### config.mk
export PLATFORM = sky130hd
export DESIGN_NAME = sw_wakeup_unit
export DESIGN_NICKNAME = d
export VERILOG_FILES = /design/src/rtl/sw_wakeup_pkg.sv /design/src/rtl/sw_record_table.sv /design/src/rtl/sw_victim_pick.sv /design/src/rtl/sw_irq_port.sv /design/src/rtl/sw_wakeup_unit.sv
export SDC_FILE = /design/constraint.sdc
export NUM_CORES = 1
export LEC_CHECK = 0
export BUFFER_PORTS_ARGS = -buffer_cell sky130_fd_sc_hd__buf_2
export CAP_MARGIN = 10
export CORE_ASPECT_RATIO = 1.5
export CORE_UTILIZATION = 45
export CTS_CLUSTER_SIZE = 28
export DETAILED_ROUTE_END_ITERATION = 8
export MAX_ROUTING_LAYER = met4
export PLACE_DENSITY_LB_ADDON = 0.15
export SLEW_MARGIN = 20
export SYNTH_ARGS = -nofsm -noshare
export SYNTH_HDL_FRONTEND = slang
export SYNTH_SLANG_ARGS = --single-unit
### constraint.sdc
create_clock -name clk -period 28 [get_ports clk]
set_clock_uncertainty 0.05 [all_clocks]
set_input_delay 8.4 -clock clk [delete_from_list [all_inputs] [get_ports clk]]
set_output_delay 8.4 -clock clk [all_outputs]
set_load 0.02 [all_outputs]
### src/rtl/sw_wakeup_pkg.sv
package sw_wakeup_pkg;
  localparam int CAUSE_W   = 3;
  localparam int CB_WAKE   = 0;
  localparam int CB_ARRIVE = 1;
  localparam int CB_DIRECT = 2;
endpackage

### src/rtl/sw_record_table.sv
module sw_record_table #(
  parameter int NTHR = 16,
  parameter int NSIG = 16,
  parameter int PRIW = 4,
  localparam int TW  = $clog2(NTHR),
  localparam int SW  = $clog2(NSIG)
) (
  input  logic            clk,
  input  logic            rst_n,
  input  logic            reg_valid,
  input  logic [TW-1:0]   reg_thread,
  input  logic [NSIG-1:0] reg_mask,
  input  logic [PRIW-1:0] reg_prio,
  input  logic            post_valid,
  input  logic [TW-1:0]   post_thread,
  input  logic [SW-1:0]   post_sig,
  input  logic [TW-1:0]   rd_thread,
  output logic            post_expected,
  output logic [PRIW-1:0] post_prio,
  output logic [NSIG-1:0] rd_pending,
  output logic [PRIW-1:0] prio_q [NTHR]
);

  logic [NSIG-1:0] exp_q  [NTHR];
  logic [NSIG-1:0] pend_q [NTHR];
  logic [NSIG-1:0] exp_d  [NTHR];
  logic [NSIG-1:0] pend_d [NTHR];
  logic [PRIW-1:0] prio_d [NTHR];
  logic [NTHR-1:0] rec_en;
  logic            same_rec;
  logic [NSIG-1:0] eff_mask;

  // register-first: the post sees the mask and priority written this cycle
  assign same_rec      = reg_valid && (reg_thread == post_thread);
  assign eff_mask      = same_rec ? reg_mask : exp_q[post_thread];
  assign post_prio     = same_rec ? reg_prio : prio_q[post_thread];
  assign post_expected = eff_mask[post_sig];
  assign rd_pending    = pend_q[rd_thread];

  always_comb begin
    for (int t = 0; t < NTHR; t++) begin
      exp_d[t]  = exp_q[t];
      prio_d[t] = prio_q[t];
      pend_d[t] = pend_q[t];
      rec_en[t] = 1'b0;
      if (reg_valid && (reg_thread == TW'(t))) begin
        exp_d[t]  = reg_mask;
        prio_d[t] = reg_prio;
        pend_d[t] = '0;
        rec_en[t] = 1'b1;
      end
      if (post_valid && (post_thread == TW'(t))) begin
        pend_d[t][post_sig] = 1'b1;
        rec_en[t]           = 1'b1;
      end
    end
  end

  always_ff @(posedge clk or negedge rst_n) begin
    if (!rst_n) begin
      for (int t = 0; t < NTHR; t++) begin
        exp_q[t]  <= '0;
        prio_q[t] <= '0;
        pend_q[t] <= '0;
      end
    end else begin
      for (int t = 0; t < NTHR; t++) begin
        if (rec_en[t]) begin
          exp_q[t]  <= exp_d[t];
          prio_q[t] <= prio_d[t];
          pend_q[t] <= pend_d[t];
        end
      end
    end
  end

endmodule

### src/rtl/sw_victim_pick.sv
module sw_victim_pick #(
  parameter int NCU  = 4,
  parameter int PRIW = 4,
  localparam int CW  = $clog2(NCU)
) (
  input  logic [NCU-1:0]  cu_busy,
  input  logic [PRIW-1:0] cu_prio [NCU],
  input  logic [PRIW-1:0] tgt_prio,
  output logic            found,
  output logic [CW-1:0]   victim
);

  logic [PRIW-1:0] best;

  // strict compare keeps the lowest index on equal priorities
  always_comb begin
    found  = 1'b0;
    victim = '0;
    best   = '0;
    for (int i = 0; i < NCU; i++) begin
      if (cu_busy[i] && (cu_prio[i] < tgt_prio) && (!found || (cu_prio[i] < best))) begin
        found  = 1'b1;
        victim = CW'(i);
        best   = cu_prio[i];
      end
    end
  end

endmodule

### src/rtl/sw_irq_port.sv
module sw_irq_port
  import sw_wakeup_pkg::*;
#(
  parameter int TW = 4
) (
  input  logic               clk,
  input  logic               rst_n,
  input  logic [CAUSE_W-1:0] set_cause,
  input  logic [TW-1:0]      set_thread,
  input  logic               ack,
  output logic               irq_pulse,
  output logic [CAUSE_W-1:0] irq_cause,
  output logic [TW-1:0]      irq_thread
);

  logic [CAUSE_W-1:0] cause_d;
  logic               thr_en;

  assign cause_d = (ack ? '0 : irq_cause) | set_cause;
  assign thr_en  = set_cause[CB_WAKE] | set_cause[CB_ARRIVE];

  always_ff @(posedge clk or negedge rst_n) begin
    if (!rst_n) begin
      irq_pulse <= 1'b0;
      irq_cause <= '0;
    end else begin
      irq_pulse <= |set_cause;
      irq_cause <= cause_d;
    end
  end

  always_ff @(posedge clk or negedge rst_n) begin
    if (!rst_n) begin
      irq_thread <= '0;
    end else if (thr_en) begin
      irq_thread <= set_thread;
    end
  end

endmodule

### src/rtl/sw_wakeup_unit.sv
module sw_wakeup_unit
  import sw_wakeup_pkg::*;
#(
  parameter int NTHR = 16,
  parameter int NSIG = 16,
  parameter int PRIW = 4,
  parameter int NCU  = 4,
  localparam int TW  = $clog2(NTHR),
  localparam int SW  = $clog2(NSIG),
  localparam int CW  = $clog2(NCU)
) (
  input  logic                   clk,
  input  logic                   rst_n,
  input  logic                   reg_valid,
  input  logic [TW-1:0]          reg_thread,
  input  logic [NSIG-1:0]        reg_mask,
  input  logic [PRIW-1:0]        reg_prio,
  input  logic                   post_valid,
  input  logic [TW-1:0]          post_thread,
  input  logic [SW-1:0]          post_sig,
  input  logic                   sched_valid,
  input  logic [CW-1:0]          sched_cu,
  input  logic                   sched_run,
  input  logic [TW-1:0]          sched_thread,
  input  logic                   ipi_valid,
  input  logic [CW-1:0]          ipi_dst,
  input  logic [NCU-1:0]         irq_ack,
  input  logic [TW-1:0]          rd_thread,
  output logic [NSIG-1:0]        rd_pending,
  output logic [NCU-1:0]         irq_pulse,
  output logic [NCU*CAUSE_W-1:0] irq_cause,
  output logic [NCU*TW-1:0]      irq_thread
);

  // reset: asserted at once, released through two flops
  logic rst_meta_n, rst_s_n;
  always_ff @(posedge clk or negedge rst_n) begin
    if (!rst_n) begin
      rst_meta_n <= 1'b0;
      rst_s_n    <= 1'b0;
    end else begin
      rst_meta_n <= 1'b1;
      rst_s_n    <= rst_meta_n;
    end
  end

  // residency table
  logic [NCU-1:0] busy_q, busy_d;
  logic [TW-1:0]  thr_q [NCU];
  logic [TW-1:0]  thr_d [NCU];
  logic [NCU-1:0] cu_en;

  always_comb begin
    for (int i = 0; i < NCU; i++) begin
      busy_d[i] = busy_q[i];
      thr_d[i]  = thr_q[i];
      cu_en[i]  = sched_valid && (sched_cu == CW'(i));
      if (cu_en[i]) begin
        busy_d[i] = sched_run;
        thr_d[i]  = sched_thread;
      end
    end
  end

  always_ff @(posedge clk or negedge rst_s_n) begin
    if (!rst_s_n) begin
      busy_q <= '0;
      for (int i = 0; i < NCU; i++) thr_q[i] <= '0;
    end else begin
      for (int i = 0; i < NCU; i++) begin
        if (cu_en[i]) begin
          busy_q[i] <= busy_d[i];
          thr_q[i]  <= thr_d[i];
        end
      end
    end
  end

  // records
  logic            post_expected;
  logic [PRIW-1:0] post_prio;
  logic [PRIW-1:0] prio_q [NTHR];

  sw_record_table #(.NTHR(NTHR), .NSIG(NSIG), .PRIW(PRIW)) u_tab (
    .clk          (clk),
    .rst_n        (rst_s_n),
    .reg_valid    (reg_valid),
    .reg_thread   (reg_thread),
    .reg_mask     (reg_mask),
    .reg_prio     (reg_prio),
    .post_valid   (post_valid),
    .post_thread  (post_thread),
    .post_sig     (post_sig),
    .rd_thread    (rd_thread),
    .post_expected(post_expected),
    .post_prio    (post_prio),
    .rd_pending   (rd_pending),
    .prio_q       (prio_q)
  );

  // residency lookup and victim choice
  logic [PRIW-1:0] cu_prio [NCU];
  logic            res_hit;
  logic [CW-1:0]   res_cu;
  logic            vic_found;
  logic [CW-1:0]   vic_cu;

  always_comb begin
    res_hit = 1'b0;
    res_cu  = '0;
    for (int i = NCU - 1; i >= 0; i--) begin
      cu_prio[i] = prio_q[thr_q[i]];
      if (busy_q[i] && (thr_q[i] == post_thread)) begin
        res_hit = 1'b1;
        res_cu  = CW'(i);
      end
    end
  end

  sw_victim_pick #(.NCU(NCU), .PRIW(PRIW)) u_pick (
    .cu_busy (busy_q),
    .cu_prio (cu_prio),
    .tgt_prio(post_prio),
    .found   (vic_found),
    .victim  (vic_cu)
  );

  logic [NCU-1:0][CAUSE_W-1:0] set_c;
  always_comb begin
    set_c = '0;
    if (post_valid && post_expected) begin
      if (res_hit)        set_c[res_cu][CB_ARRIVE] = 1'b1;
      else if (vic_found) set_c[vic_cu][CB_WAKE]   = 1'b1;
    end
    if (ipi_valid) set_c[ipi_dst][CB_DIRECT] = 1'b1;
  end

  for (genvar i = 0; i < NCU; i++) begin : g_port
    sw_irq_port #(.TW(TW)) u_port (
      .clk       (clk),
      .rst_n     (rst_s_n),
      .set_cause (set_c[i]),
      .set_thread(post_thread),
      .ack       (irq_ack[i]),
      .irq_pulse (irq_pulse[i]),
      .irq_cause (irq_cause[i*CAUSE_W +: CAUSE_W]),
      .irq_thread(irq_thread[i*TW +: TW])
    );
  end

endmodule

==> results.sh, run 1 <==
export IMPL_status="finished clean"
export IMPL_worstSetupStartpointType="primary input"
export IMPL_critPathTopFamily="buffers and inverters"
export IMPL_final_util=0.507
export IMPL_drc=0
export IMPL_cts_tree="done"
export IMPL_rows=117
export IMPL_yosysWarnings=0
export IMPL_synth_edff_count=0
export IMPL_synth_top_family_by_area="multiplexers"
export IMPL_die_w_um=216
export IMPL_power_density_mw_per_mm2=78.3
export IMPL_fin_crit_ns=19.30
export IMPL_dp_hpwl_um=58900
export IMPL_min_delay_path_depth=0
export IMPL_synthMuxAreaShare=0.253
export IMPL_grt_max_degree=175
export IMPL_core_mm2=0.0681
export IMPL_maxCapViolCount=0
export IMPL_post_cts_buffers=0
export IMPL_syn_area_per_cell_um2=12.4
export IMPL_dr_wl_met3_um=5630
export IMPL_fillCellCount=5945
export IMPL_io_pins=103
export IMPL_cts_repair_resized=0
export IMPL_r2r_cells=30
export IMPL_synth_xor_area_share=0.00565
export IMPL_cts_max_level=2
export IMPL_portBuffers=102
export IMPL_critPathMaxFanout=44
export IMPL_dr_first_iter_drc_count=2103
export IMPL_place_ws_ns=8.64
export IMPL_setup_violations_final=0
export IMPL_clock_fmax_mhz=51.8
export IMPL_grt_use_total=0.285
export IMPL_ys_top_cells_by_area="dfrtp_1 51%, mux4_2 17%, nand2_1 6.6%, mux2_2 6.4%, a22o_1 5.0%"
export IMPL_cp_slowest_stage_delay_ns=0.73
export IMPL_area_growth_pct=11.3
export IMPL_ant_nets=0
export IMPL_start_util=0.455
export IMPL_finalCritPeriodShare=0.689
export IMPL_critical_path_depth=5
export IMPL_clock_tree_root_cell="clkbuf_16"
export IMPL_async_flop_share=1.00
export IMPL_hold_buffers=0
export IMPL_tightest_slew_ns=1.09
export IMPL_synth_compound_area_frac=0.0959
export IMPL_path_clk_slew_ns=0.06
export IMPL_top_layer="met4"
export IMPL_synth_seq_cells=630
export IMPL_slew_violations=0
export IMPL_syn_area_mm2=0.0310
export IMPL_syn_nets=2580
export IMPL_p_leak_nw=15.6
export IMPL_cts_sinks=630
export IMPL_grt_overflow_total=0
export IMPL_dieArea_mm2=0.0700
export IMPL_path_cells="buf_4 > buf_4 > mux4_2 > mux4_2 > buf_2"
export IMPL_hp_class="flop to flop"
export IMPL_routed_wl_um=94600
export IMPL_yosysSeqAreaShare=0.509
export IMPL_clk_latency_ns=0.67
export IMPL_yosys_area_share_simple=0.0956
export IMPL_synthAdderAreaFrac=0.00848
export IMPL_postSynthCellCount=2504
export IMPL_grt_pass1_vias=22400
export IMPL_wire_per_inst_um=27.4
export IMPL_synth_top_flop_cell="dfrtp_1"
export IMPL_crit_path_end_kind="output port"
export IMPL_routed_via_density=6.22
export IMPL_cp_slowest_cell="buf_4"
export IMPL_cts_buffers=61
export IMPL_wl_met2_um=49000
export IMPL_met1_length_um=36300
export IMPL_nets=2582
export IMPL_synth_top_cell_area_share=0.509
export IMPL_layout_area_seq_mm2=0.0158
export IMPL_globalplace_congestion=0.863
export IMPL_critPathKind="primary input to output port"
export IMPL_critPathBufInv=3
export IMPL_worstPathRequired_ns=19.55
export IMPL_drive_above_1_share=0.280
export IMPL_antenna_found_initial=4
export IMPL_relSlewSlack=0.270
export IMPL_ys_types=73
export IMPL_vias=21500
export IMPL_rsz0062_at_grt="false"
export IMPL_firstDrtPassIters=7
export IMPL_yosysTopAreaCell="dfrtp_1"
export IMPL_clockBufferDepth=3
export IMPL_fp_dieH_um=323
export IMPL_multiInputGateArea_mm2=0.0144
export IMPL_grt_pass1_wl_um=144000
export IMPL_worst_slack_ns=8.70
export IMPL_setup_tns_final_ns=0
export IMPL_ir_worst_vdd_mv=0.0565
export IMPL_finalHoldViolCount=0
export IMPL_critPathArrivalTime_ns=10.85
==> registers in the layout, summed over array words and instances (netlist names) <==
signal,count
g_port.u_port.irq_pulse,4
thr_q,16
u_tab.pend_q,256
u_tab.prio_q,64
u_tab.exp_q,256
g_port.u_port.irq_thread,16
rst_meta_n,1
rst_s_n,1
busy_q,4
g_port.u_port.irq_cause,12
==> Yosys cell counts (6+ instances only) <==
library cell,count
a21o_1,6
a21oi_1,14
a22o_1,177
a22oi_1,17
buf_1,33
buf_2,7
buf_4,9
clkbuf_1,168
dfrtp_1,630
ha_1,21
inv_1,20
mux2_1,15
mux2_2,177
mux2i_1,56
mux4_2,228
nand2_1,544
nand2b_1,14
nand3_1,30
nand3b_1,8
nand4_1,9
nor2_1,32
nor2b_1,14
nor3_1,15
o21ai_0,145
o22ai_1,6
xor2_1,15
==> where the power goes <==
| part | leakage (nW) | internal, mW | total (mW) | switching [mW] |
|---|---|---|---|---|
| logic | 6.36 | 0.319 | 0.632 | 0.313 |
| clock network | 1.07 | 0.529 | 0.897 | 0.369 |
| registers | 8.19 | 1.05 | 1.17 | 0.117 |
==> path summary, 6_finish.rpt <==
check / slack (ns) / from / endpoint
setup reg to reg: 19.41 / thr_q[13] / g_port[2].u_port.irq_thread[0]
hold / removal: 0.30 / rst_meta_n / rst_s_n
max in group asynchronous: 20.31 / rst_n / rst_s_n
min in group asynchronous: 0.41 / rst_s_n / u_tab.prio_q[7]
hold reg to reg: 0.30 / rst_meta_n / rst_s_n
setup / recovery: 8.70 / rd_thread[0] / rd_pending[15]
==> worst reg2reg max path, delay by kind of cell (launching register included) <==
| family | cells | cell delay, ns |
|---|---|---|
| muxes | 4 | 1.67 |
| adders and majority gates | 4 | 1.25 |
| buffers and inverters | 2 | 0.11 |
| and+or+nand+nor | 6 | 0.73 |
| DFF | 1 | 1.00 |
| AOI/OAI and AO/OA | 14 | 3.63 |
==> area by class of cell <==
cell class	instances	share of cell area
diodes	4	0.000290
inverters	21	0.00228
flip-flops and latches	630	0.457
clock buffers	85	0.0498
clock inverters	29	0.0130
well taps	892	0.0324
multi-input cells	1631	0.416
repair buffers	161	0.0290
==> metal layers <==
layer | GRT usage | up-vias
met2 | 0.487 | 852
li1 | - | 9162
met5 | - | -
met4 | 0.112 | 0
met1 | 0.339 | 11200
met3 | 0.0418 | 228
==> cell usage in the layout (no fill, tap or decap), types with 15 or more instances in the layout <==
| cell | n |
|---|---|
| nand2_1 | 532 |
| a22oi_1 | 17 |
| nor2_1 | 26 |
| inv_1 | 20 |
| buf_2 | 99 |
| mux2i_1 | 56 |
| mux2_1 | 15 |
| a22o_1 | 177 |
| xor2_1 | 15 |
| o21ai_0 | 145 |
| ha_1 | 21 |
| dfrtp_1 | 629 |
| nand3_1 | 26 |
| mux4_2 | 228 |
| mux2_2 | 177 |
| buf_4 | 58 |
| clkbuf_16 | 61 |
==> metrics by stage <==
stage	total power [mW]	std cells	hold slack [ns]	area [um2]
final	2.70	3453	0.298	34500
after detailed placement	1.82	3334	0.287	32300
after global placement	1.79	3334	0.290	32300
after floorplan	1.64	2504	0.281	31000
after CTS	2.72	3448	0.301	34400
after global routing	2.84	3452	0.310	34500
==> logic make-up (layout without fill, tap and decap cells) <==
group / Yosys count / after routing
simple gates: 705 / 705
flops: 630 / 630
mux: 476 / 476
compound gates: 408 / 408
buf+inv: 243 / 296
fa+ha+maj: 21 / 21
xor+xnor: 20 / 20
other cells: 1 / 5
Note: power is estimated with default switching activity, not from simulation.
==> inputs of run 2 (changes only) <==
clock period = 18 ns   (was 28 ns; I/O delays follow)
==> run 2 against run 1 <==
Largest cell class unchanged. Setup slack worse by 4.8 ns. Die area unchanged. Final cell count down 0.38%. Non-clock buffer count down 2. Largest power group unchanged. Register-to-register slack worse by 10 ns. Sequential power up 56%. Global-route usage up 0.40 points. Total power up 51%. Clock-buffer cell count up 1. Critical path depth up 28. Design area down 0.77%.
==> results.sh, run 2 (same netlist as run 1, synthesis figures left out) <==
export IMPL_status="finished clean"
export IMPL_path_clk_slew_ns=0.06
export IMPL_clock_tree_root_cell="clkbuf_16"
export IMPL_ant_nets=0
export IMPL_drc=0
export IMPL_p_switching_mw=1.24
export IMPL_cts_tree="done"
export IMPL_pwr_share_seq=0.450
export IMPL_rows=117
export IMPL_routed_wl_um=95200
export IMPL_dp_cells=3332
export IMPL_crit_path_end_kind="flop"
export IMPL_die_w_um=216
export IMPL_worstPathRequired_ns=18.49
export IMPL_clock_fmax_mhz=71.0
export IMPL_total_power_mw=4.07
export IMPL_grt_use_total=0.289
export IMPL_crit_start="post_thread[3]"
export IMPL_firstDrtPassIters=5
export IMPL_intPower_mw=2.83
export IMPL_grt_pass1_wl_um=146000
export IMPL_cpMostUsedCell="ha_1"
export IMPL_vias=21300
export IMPL_globalplace_congestion=0.890
export IMPL_tightest_slew_ns=1.13
export IMPL_grt_pass1_vias=22400
export IMPL_p_leak_nw=15.5
export IMPL_wire_per_inst_um=27.7
export IMPL_cts_max_level=2
export IMPL_core_mm2=0.0681
export IMPL_worstSetupStartpointType="primary input"
export IMPL_dieArea_mm2=0.0700
export IMPL_nets=2578
export IMPL_routed_via_density=6.20
export IMPL_finalHoldViolCount=0
export IMPL_relSlewSlack=0.242
export IMPL_antenna_found_initial=5
export IMPL_slew_violations=0
export IMPL_pwr_share_clk=0.308
export IMPL_post_cts_buffers=0
export IMPL_io_pins=103
export IMPL_cp_slowest_cell="nand3_1"
export IMPL_worstHoldStart="rst_meta_n"
export IMPL_clockBufferDepth=3
export IMPL_portBuffers=102
export IMPL_switching_share=0.304
export IMPL_dp_hpwl_um=59300
export IMPL_area_growth_pct=10.4
export IMPL_final_common_cell="dfrtp_1"
export IMPL_cts_repair_resized=0
export IMPL_hp_class="flop to flop"
export IMPL_r2r_start="thr_q[13]"
export IMPL_power_density_mw_per_mm2=119
export IMPL_critPathKind="primary input to flop"
export IMPL_ir_worst_vdd_mv=0.0925
export IMPL_maxCapViolCount=0
export IMPL_grt_max_degree=202
export IMPL_dr_first_iter_drc_count=1852
export IMPL_cts_buffers=59
export IMPL_rsz0062_at_grt="false"
export IMPL_combPwrFrac=0.242
export IMPL_setup_tns_final_ns=0
export IMPL_critPathMaxFanout=18
export IMPL_fp_dieH_um=323
export IMPL_clk_latency_ns=0.66
export IMPL_top_regs="u_tab.exp_q: 256 flops, u_tab.pend_q: 256 flops, u_tab.prio_q: 64 flops"
export IMPL_fin_crit_ns=14.09
export IMPL_critPathArrivalTime_ns=14.58
export IMPL_final_cell_mix="628 x dfrtp_1, 532 x nand2_1, 228 x mux4_2"
export IMPL_grt_overflow_total=0
export IMPL_start_util=0.455
export IMPL_cts_sinks=630
export IMPL_finalCritPeriodShare=0.783
export IMPL_cp_slowest_stage_delay_ns=0.79
export IMPL_drive_above_1_share=0.277
export IMPL_setup_violations_final=0
export IMPL_fin_cells=3440
export IMPL_hold_buffers=0
-- run 2: area by class of cell --
class / instances / area, um2
fill: 5891 / 33800
sequential: 630 / 15800
multi-input combinational: 1631 / 14400
clock buffer: 86 / 1740
tap: 892 / 1120
timing repair buffer: 159 / 990
clock inverter: 17 / 168
inverter: 21 / 78.8
antenna: 4 / 10.0
-- run 2: power by group through the flow --
stage / clock, mW / sequential (mW) / combinational (mW)
6_report: 1.25 / 1.83 / 0.983
5_1_grt: 1.33 / 1.86 / 1.08
4_1_cts: 1.28 / 1.83 / 0.993
3_5_place_dp: 0 / 1.85 / 0.989
3_3_place_gp: 0 / 1.84 / 0.974
2_1_floorplan: 0 / 1.81 / 0.738
-- run 2: critical path, delay by kind of cell --
family          cells  cell delay [ns]
buf+inv             3             0.65
compound gates     14             3.64
mux                 3             1.29
fa+ha+maj           4             1.24
xor+xnor            1             0.14
simple gates        8             2.20
-- run 2: layer usage --
metal / up-vias / GRT usage / share of wire
met4: 0 / 0.116 / 0.041
met2: 724 / 0.490 / 0.52
li1: 9123 / - / -
met3: 218 / 0.0357 / 0.055
met5: - / - / 0
met1: 11300 / 0.351 / 0.39
-- run 2: through the flow --
| stage | hold WS, ns | util | instance area, um2 | setup WS, ns |
|---|---|---|---|---|
| detailed placement | 0.287 | 0.474 | 32300 | 3.36 |
| finish | 0.312 | 0.503 | 34200 | 3.91 |
| CTS | 0.316 | 0.502 | 34200 | 4.04 |
| global placement | 0.286 | 0.474 | 32300 | 3.46 |
| global route | 0.347 | 0.503 | 34200 | 3.40 |
| floorplan | 0.281 | - | 31000 | 3.89 |
-- run 2: final timing paths --
| kind | cells after the start | slack, ns | end |
|---|---|---|---|
| min in group asynchronous | 0 | 0.34 | u_tab.exp_q[240] |
| worst min register to register | 0 | 0.31 | rst_s_n |
| max in group asynchronous | 1 | 13.32 | rst_s_n |
| worst max register to register | 30 | 9.43 | g_port[2].u_port.irq_thread[0] |
| worst max-delay path | 33 | 3.91 | g_port[2].u_port.irq_thread[0] |
| worst min-delay path | 0 | 0.31 | rst_s_n |
==> inputs of run 3 (changes only) <==
clock period = 14.7 ns   (was 18 ns; I/O delays follow)
==> run 3 against run 2 <==
Flip-flop and latch count unchanged. Total power up 26%. Via count is 0.35% lower. Wire length down 0.72%. Critical path depth is 1 higher. Highest routed layer unchanged. Core utilization rose by 0.23 points. Design area rose by 0.45%. Hold slack worse by 0.013 ns. Register-to-register slack got worse by 3.5 ns.
==> results.sh, run 3 (same netlist as run 1, synthesis figures left out) <==
export IMPL_power_density_mw_per_mm2=149
export IMPL_worst_slack_ns=2.26
export IMPL_path_clk_slew_ns=0.06
export IMPL_setup_tns_final_ns=0
export IMPL_routed_via_density=6.17
export IMPL_fillCellCount=5958
export IMPL_nets=2579
export IMPL_rows=117
export IMPL_critical_path_depth=34
export IMPL_core_mm2=0.0681
export IMPL_status="finished clean"
export IMPL_final_cell_mix="629 x dfrtp_1, 532 x nand2_1, 228 x mux4_2"
export IMPL_tightest_slew_ns=1.15
export IMPL_dr_first_iter_drc_count=1911
export IMPL_cpMostUsedCell="ha_1"
export IMPL_die_w_um=216
export IMPL_start_util=0.455
export IMPL_finalCritPeriodShare=0.847
export IMPL_routed_wl_um=94500
export IMPL_dp_cells=3331
export IMPL_grt_max_degree=187
export IMPL_drive_above_1_share=0.279
export IMPL_layout_area_seq_mm2=0.0158
export IMPL_vias=21300
export IMPL_ir_worst_vdd_mv=0.127
export IMPL_clock_tree_root_cell="clkbuf_16"
export IMPL_ant_nets=0
export IMPL_worstSetupStartpointType="primary input"
export IMPL_critPathMaxFanout=13
export IMPL_critPathArrivalTime_ns=12.92
export IMPL_cts_repair_resized=0
export IMPL_final_common_cell="dfrtp_1"
export IMPL_drc=0
export IMPL_place_ws_ns=1.61
export IMPL_top_regs="u_tab.exp_q: 256 flops, u_tab.pend_q: 256 flops, u_tab.prio_q: 64 flops"
export IMPL_hold_buffers=0
export IMPL_slew_violations=0
export IMPL_cp_slowest_cell="o41ai_2"
export IMPL_maxCapViolCount=0
export IMPL_setup_violations_final=0
export IMPL_fin_cells=3442
export IMPL_wire_per_inst_um=27.4
export IMPL_clock_fmax_mhz=80.4
export IMPL_reg2reg_setup_slack_ns=5.97
export IMPL_post_cts_buffers=0
export IMPL_cts_tree="done"
export IMPL_grt_pass1_vias=22400
export IMPL_firstDrtPassIters=5
export IMPL_rsz0062_at_grt="false"
export IMPL_relSlewSlack=0.230
export IMPL_crit_path_end_kind="flop"
export IMPL_clockBufferDepth=3
export IMPL_hp_class="flop to async pin"
export IMPL_antenna_found_initial=6
export IMPL_critPathKind="primary input to flop"
export IMPL_p_leak_nw=15.6
export IMPL_dp_hpwl_um=59200
export IMPL_r2r_cells=30
export IMPL_cp_slowest_stage_delay_ns=0.73
export IMPL_worstPathRequired_ns=15.17
export IMPL_grt_overflow_total=0
export IMPL_grt_pass1_wl_um=145000
export IMPL_cts_max_level=2
export IMPL_fp_dieH_um=323
export IMPL_fin_crit_ns=12.44
export IMPL_critPathBufInv=4
export IMPL_io_pins=103
export IMPL_area_growth_pct=10.9
export IMPL_clk_latency_ns=0.65
export IMPL_dieArea_mm2=0.0700
export IMPL_cts_buffers=61
export IMPL_portBuffers=102
export IMPL_globalplace_congestion=0.859
export IMPL_finalHoldViolCount=0
export IMPL_cts_sinks=630
export IMPL_critPathTopFamily="compound AO/OA/AOI/OAI gates"
export IMPL_multiInputGateArea_mm2=0.0144
export IMPL_grt_use_total=0.286
run 3: cell type report:
cell class              instances  area share
well taps                     892      0.0325
flip-flops and latches        630       0.459
multi-input cells            1631       0.417
clock buffers                  78      0.0494
repair buffers                158      0.0289
inverters                      21     0.00229
diodes                          5    0.000364
clock inverters                27      0.0105
run 3: worst paths after layout:
kind | start | to
max reg2reg | thr_q[13] | g_port[2].u_port.irq_thread[0]
min in group clk | rst_meta_n | rst_s_n
min reg2reg | rst_s_n | u_tab.prio_q[61]
max in group asynchronous | rst_n | rst_s_n
max | post_thread[2] | g_port[2].u_port.irq_thread[0]
min | rst_s_n | u_tab.prio_q[61]
run 3: where the power goes:
group / internal (mW) / total (mW) / leakage [nW] / switching (mW)
Clock: 0.952 / 1.65 / 1.03 / 0.702
Sequential: 2.01 / 2.24 / 8.19 / 0.231
Combinational: 0.609 / 1.22 / 6.35 / 0.610
Total: 3.57 / 5.11 / 15.6 / 1.54
run 3: metrics by stage:
| stage | cell area (um2) | util | hold slack [ns] | total power, mW |
|---|---|---|---|---|
| floorplan | 31000 | - | 0.281 | 3.12 |
| global placement | 32300 | 0.474 | 0.286 | 3.45 |
| global route | 34400 | 0.505 | 0.310 | 5.36 |
| finish | 34400 | 0.505 | 0.298 | 5.11 |
| detailed placement | 32300 | 0.474 | 0.287 | 3.49 |
| CTS | 34300 | 0.504 | 0.302 | 5.15 |
run 3: layer usage:
layer  vias to the layer above  GRT usage  wire length, um
met2                       680      0.484            48900
met1                     11200      0.348            37300
met4                         0      0.115             3960
met3                       216     0.0343             4250
li1                       9134          -                -
met5                         -          -                0
